--- src/rtl/sync_resp_pkg.sv ---
package sync_resp_pkg;

    typedef enum logic [1:0] {
        PH_IDLE = 2'd0,
        PH_GAP  = 2'd1,
        PH_LOW  = 2'd2,
        PH_KICK = 2'd3
    } phase_e;

    // bits needed to hold the values 0 .. n-1
    function automatic int cnt_bits(input int n);
        return (n < 2) ? 1 : $clog2(n);
    endfunction

    function automatic int max_of(input int a, input int b);
        return (a > b) ? a : b;
    endfunction

endpackage

--- src/rtl/sync_resp_timer.sv ---
module sync_resp_timer #(
    parameter int W = 7
) (
    input  logic         clk,
    input  logic         rst,
    input  logic         load,
    input  logic [W-1:0] load_val,
    output logic         expired
);
    logic [W-1:0] cnt_q;

    always_ff @(posedge clk) begin
        if (rst) begin
            cnt_q <= '0;
        end else if (load) begin
            cnt_q <= load_val;
        end else if (cnt_q != '0) begin
            cnt_q <= cnt_q - 1'b1;
        end
    end

    assign expired = (cnt_q == '0);
endmodule

--- src/rtl/sync_resp_fsm.sv ---
module sync_resp_fsm
    import sync_resp_pkg::*;
#(
    parameter int GAP_CYCLES = 16,
    parameter int LOW_CYCLES = 128,
    parameter int W          = 7
) (
    input  logic         clk,
    input  logic         rst,
    input  logic         start,
    input  logic         pin_in,
    input  logic         expired,
    output phase_e       phase,
    output logic         load,
    output logic [W-1:0] load_val
);
    localparam logic [W-1:0] GAP_LOAD = W'(GAP_CYCLES - 1);
    localparam logic [W-1:0] LOW_LOAD = W'(LOW_CYCLES - 1);

    phase_e phase_q, phase_d;

    always_comb begin
        phase_d  = phase_q;
        load     = 1'b0;
        load_val = '0;
        unique case (phase_q)
            PH_IDLE: if (start && pin_in) begin
                phase_d  = PH_GAP;
                load     = 1'b1;
                load_val = GAP_LOAD;
            end
            PH_GAP: if (expired) begin
                phase_d  = PH_LOW;
                load     = 1'b1;
                load_val = LOW_LOAD;
            end
            PH_LOW: if (expired) begin
                phase_d = PH_KICK;
            end
            PH_KICK: phase_d = PH_IDLE;
            default: phase_d = PH_IDLE;
        endcase
    end

    always_ff @(posedge clk) begin
        if (rst) phase_q <= PH_IDLE;
        else     phase_q <= phase_d;
    end

    assign phase = phase_q;
endmodule

--- src/rtl/sync_resp_drive.sv ---
module sync_resp_drive
    import sync_resp_pkg::*;
(
    input  logic   clk,
    input  logic   rst,
    input  phase_e phase,
    output logic   pin_out,
    output logic   pin_oe,
    output logic   busy,
    output logic   done
);
    logic done_q;

    always_ff @(posedge clk) begin
        if (rst) done_q <= 1'b0;
        else     done_q <= (phase == PH_KICK);
    end

    assign pin_oe  = (phase == PH_LOW) || (phase == PH_KICK);
    assign pin_out = (phase == PH_KICK);
    assign busy    = (phase != PH_IDLE);
    assign done    = done_q;
endmodule

--- src/rtl/sync_resp_gen.sv ---
module sync_resp_gen
    import sync_resp_pkg::*;
#(
    parameter int GAP_CYCLES = 16,
    parameter int LOW_CYCLES = 128
) (
    input  logic clk,
    input  logic rst,
    input  logic start,
    input  logic pin_in,
    output logic pin_out,
    output logic pin_oe,
    output logic busy,
    output logic done
);
    localparam int TW = cnt_bits(max_of(GAP_CYCLES, LOW_CYCLES));

    phase_e        phase;
    logic          load;
    logic [TW-1:0] load_val;
    logic          expired;

    sync_resp_timer #(.W(TW)) u_timer (
        .clk      (clk),
        .rst      (rst),
        .load     (load),
        .load_val (load_val),
        .expired  (expired)
    );

    sync_resp_fsm #(
        .GAP_CYCLES (GAP_CYCLES),
        .LOW_CYCLES (LOW_CYCLES),
        .W          (TW)
    ) u_fsm (
        .clk      (clk),
        .rst      (rst),
        .start    (start),
        .pin_in   (pin_in),
        .expired  (expired),
        .phase    (phase),
        .load     (load),
        .load_val (load_val)
    );

    sync_resp_drive u_drive (
        .clk     (clk),
        .rst     (rst),
        .phase   (phase),
        .pin_out (pin_out),
        .pin_oe  (pin_oe),
        .busy    (busy),
        .done    (done)
    );
endmodule

--- config.mk ---
export PLATFORM = sky130hd
export DESIGN_NAME = sync_resp_gen
export DESIGN_NICKNAME = d
export VERILOG_FILES = /design/src/rtl/sync_resp_pkg.sv /design/src/rtl/sync_resp_timer.sv /design/src/rtl/sync_resp_fsm.sv /design/src/rtl/sync_resp_drive.sv /design/src/rtl/sync_resp_gen.sv
export SDC_FILE = /design/constraint.sdc
export NUM_CORES = 1
export LEC_CHECK = 0
export ABC_AREA = 0
export BUFFER_PORTS_ARGS = -buffer_cell sky130_fd_sc_hd__buf_4
export CAP_MARGIN = 30
export CORE_UTILIZATION = 45
export CTS_BUF_LIST = sky130_fd_sc_hd__clkbuf_4
export DETAILED_ROUTE_END_ITERATION = 10
export GPL_TIMING_DRIVEN = 0
export PLACE_DENSITY_LB_ADDON = 0.3
export SYNTH_ARGS = -nofsm -noshare
export SYNTH_HDL_FRONTEND = slang
export SYNTH_SLANG_ARGS = --single-unit
--- constraint.sdc ---
create_clock -name clk -period 3.6 [get_ports clk]
set_input_delay 0.72 -clock clk [delete_from_list [all_inputs] [get_ports clk]]
set_output_delay 0.72 -clock clk [all_outputs]
set_load 0.005 [all_outputs]
==> results.py <==
metrics = {
    "status": {
        "outcome": "complete, no violations",
    },
    "critical_path": {
        "worst_ep_required_time_ps": 2880,
        "reg2reg_slack_ps": 1850,
        "crit_path_start_kind": "flip-flop",
        "cp.arrival_ps": 1410,
        "reg2reg_from": "u_timer.cnt_q[0]",
        "critical_path.max_stage_delay_ps": 390,
        "path_buf_inv": 2,
        "crit_type": "reg2out",
        "rr_worst_depth": 7,
        "cp_cell_sequence": "inv_1 -> ha_1 -> or2_2 -> buf_4",
        "crit_path_end_kind": "output pin",
        "critical_path_peak_fanout": 4,
        "cp_slowest_cell": "dfxtp_1",
        "critPathTopFamily": "flip-flops",
        "r2r_end": "u_timer.cnt_q[2]",
    },
    "hold_path": {
        "holdPathEnd": "u_fsm.phase[0]",
        "min_from": "u_fsm.phase[0]",
        "hp-class": "reg2reg",
        "hold_path_depth": 2,
    },
    "synthesis": {
        "ys_seq_area_frac": 0.329,
        "synth_fp_nets": 77,
        "yosys_register_bits": 10,
        "synth_top_area_cell": "dfxtp_1",
        "ys_types": 29,
        "yosys_warnings": 0,
        "synth_top_cells_by_area": "dfxtp_1 33%, ha_1 14%, mux2i_1 3.3%",
        "synthesis.area_um2": 608,
        "syn_area_per_cell_um2": 9.21,
        "syn_inst": 66,
        "yosys.area.top_type_share": 0.329,
    },
    "placement": {
        "gp_congestion": 0.763,
        "postPlaceCellArea_um2": 678,
        "portBuffers": 7,
        "dp_worst_setup_slack_ps": 1750,
        "hpwlAfterDp_um": 811,
    },
    "route": {
        "wl_um": 1060,
        "postRouteAntennaNets": 0,
        "vias": 484,
        "avgViaCountPerCell": 5.38,
        "drt_iter0_drc": 7,
        "drt_pass1_iterations": 4,
        "post_drt_wl_per_cell_um": 11.8,
        "drc": 0,
    },
    "power_and_ir_drop": {
        "power_frac_comb": 0.552,
        "total_power_uw": 620,
        "p_int_uw": 379,
        "vdd_drop_max_mv": 0.430,
        "p_switching_uw": 241,
        "p_leak_nw": 0.313,
        "p_clk_frac": 0.120,
        "powerDensity_nw_per_um2": 885,
        "seq_power_share": 0.327,
        "switching_share": 0.389,
    },
    "layout": {
        "fill_cells": 113,
        "ff_latch_area_um2": 200,
        "nets": 89,
        "diodes": 0,
        "syn_to_final_growth_pct": 15.2,
        "design_area_um2": 701,
        "drive_gt1_frac": 0.197,
        "multiInputGateArea_um2": 374,
    },
    "global_route": {
        "grt-busiest-layer": "met2",
        "grt_pass1_vias": 438,
        "use_met2": 0.275,
        "grt_overflow": 0,
        "antenna_found_initial": 0,
        "met3_usage": 0.0347,
        "grt_max_degree": 11,
        "grt_usage": 0.182,
        "grt_use_met1": 0.229,
        "grt_pass1_wl_um": 1820,
    },
    "die": {
        "fp.dieH_um": 38.8,
        "die_area_um2": 1500,
        "row_count": 12,
        "start_util": 0.513,
        "fp.dieW_um": 38.8,
        "pin_count": 8,
        "core_region_area_um2": 1190,
    },
    "timing": {
        "fin_crit_ps": 2130,
        "setup_viol_count_final": 0,
        "worst_pin_slew_ps": 429,
        "setup_ws_ps": 1470,
        "final.period_utilization": 0.593,
        "timing.fmax_mhz": 469,
        "rsz0062_at_grt": "no",
        "slew_violations": 0,
        "fin_skew_ps": 1.14,
        "finalSetupTns_ps": 0,
        "final-hold-violation-count": 0,
        "relSlewSlack": 0.714,
    },
    "clock_tree": {
        "cts_setup_buffers": 0,
        "cts_buffers": 3,
        "cts-resized-gates": 0,
        "holdBufCountCts": 0,
        "root_buffer": "clkbuf_4",
        "clockBufferDepth": 2,
        "cts_tree": "yes",
        "clkLatencyLatePin_ps": 260,
        "cts_max_level": 1,
        "clock_sinks": 10,
        "clk_pin_slew_ps": 60,
    },
    "run": {
        "cap_violations": 0,
    },
}
tightest hold or removal path, delay by kind of cell (launching register included):
family           cells  cell delay (ps)
and+or+nand+nor      1               80
DFF                  1              340
muxes                1               50
logic make-up after synthesis:
| kind of cell | count (synthesis) | share of synthesized area |
|---|---|---|
| XOR/XNOR | 3 | 0.0432 |
| multiplexers | 4 | 0.0761 |
| adder cells (fa/ha/maj) | 7 | 0.144 |
| AND/OR/NAND/NOR | 24 | 0.220 |
| AO/OA/AOI/OAI | 11 | 0.132 |
| flip-flops | 10 | 0.329 |
| buffers and inverters | 7 | 0.0556 |
sequential cells by signal, summed over array words and instances, names as in the netlist:
signal and flops:
u_drive.done 1, u_timer.cnt_q 7, u_fsm.phase 2
placed cells by master, fill, tap and decap left out, types with 2 or more instances in the layout:
cell type,instances
a21oi_1,3
a31oi_1,2
mux2i_1,2
clkbuf_4,3
or3_1,3
xor2_1,2
dfxtp_1,10
o22ai_1,2
buf_4,7
ha_1,7
nor2_1,5
inv_1,5
nand3_1,2
nand2b_1,3
nand2_1,4
power by group through the flow:
| stage | clock (mW) | sequential [mW] | combinational [mW] |
|---|---|---|---|
| finish | 0.0747 | 0.203 | 0.342 |
| floorplan | 0 | 0.193 | 0.278 |
| global placement | 0 | 0.202 | 0.337 |
| detailed placement | 0 | 0.204 | 0.338 |
| CTS | 0.0762 | 0.202 | 0.341 |
| global route | 0.0807 | 0.209 | 0.382 |
cells in the mapped netlist:
| library cell | n |
|---|---|
| dfxtp_1 | 10 |
| ha_1 | 7 |
| inv_1 | 5 |
| nor2_1 | 5 |
| nand2_1 | 4 |
| a21oi_1 | 3 |
| nand2b_1 | 3 |
| or3_1 | 3 |
| a31oi_1 | 2 |
| mux2i_1 | 2 |
| nand3_1 | 2 |
| o22ai_1 | 2 |
| xor2_1 | 2 |
| a2bb2oi_2 | 1 |
| a311oi_1 | 1 |
| and2_1 | 1 |
| buf_6 | 1 |
| clkbuf_1 | 1 |
| mux2_1 | 1 |
| mux2_4 | 1 |
| nor2b_1 | 1 |
| nor3_1 | 1 |
| nor3b_1 | 1 |
| nor4_1 | 1 |
| nor4b_2 | 1 |
| o21bai_1 | 1 |
| o31a_1 | 1 |
| or2_2 | 1 |
| xnor2_1 | 1 |
stage by stage:
| stage | instances | hold WS [ps] | utilization |
|---|---|---|---|
| 2_1_floorplan | 66 | 474 | - |
| 3_3_place_gp | 87 | 499 | 0.572 |
| 3_5_place_dp | 87 | 516 | 0.572 |
| 4_1_cts | 90 | 523 | 0.591 |
| 5_1_grt | 90 | 545 | 0.591 |
| 6_report | 90 | 522 | 0.591 |
layout make-up:
class                      instances  share of cell area
buffer                             2              0.0214
clock buffer                       3              0.0321
multi-input combinational         49               0.534
timing repair buffer               7              0.0750
sequential                        10               0.286
tap                               14              0.0250
inverter                           5              0.0268
worst max-delay path by stage:
| stage | startpoint | end | depth (start not counted) |
|---|---|---|---|
| global route | u_fsm.phase[0] | pin_oe | 4 |
| CTS | u_fsm.phase[0] | pin_oe | 4 |
| detailed placement | u_fsm.phase[0] | pin_oe | 4 |
| floorplan | u_timer.cnt_q[0] | u_timer.cnt_q[2] | 7 |
| global placement | u_fsm.phase[0] | pin_oe | 4 |
| finish | u_fsm.phase[0] | pin_oe | 4 |
routing by layer:
metal	share of wire	vias to the layer above	routed length, um
met2	0.44	12	463
met5	0	-	0
li1	-	248	-
met4	0.025	0	26
met3	0.032	5	34
met1	0.50	219	533
No activity file was read; power rests on OpenSTA's default activity.
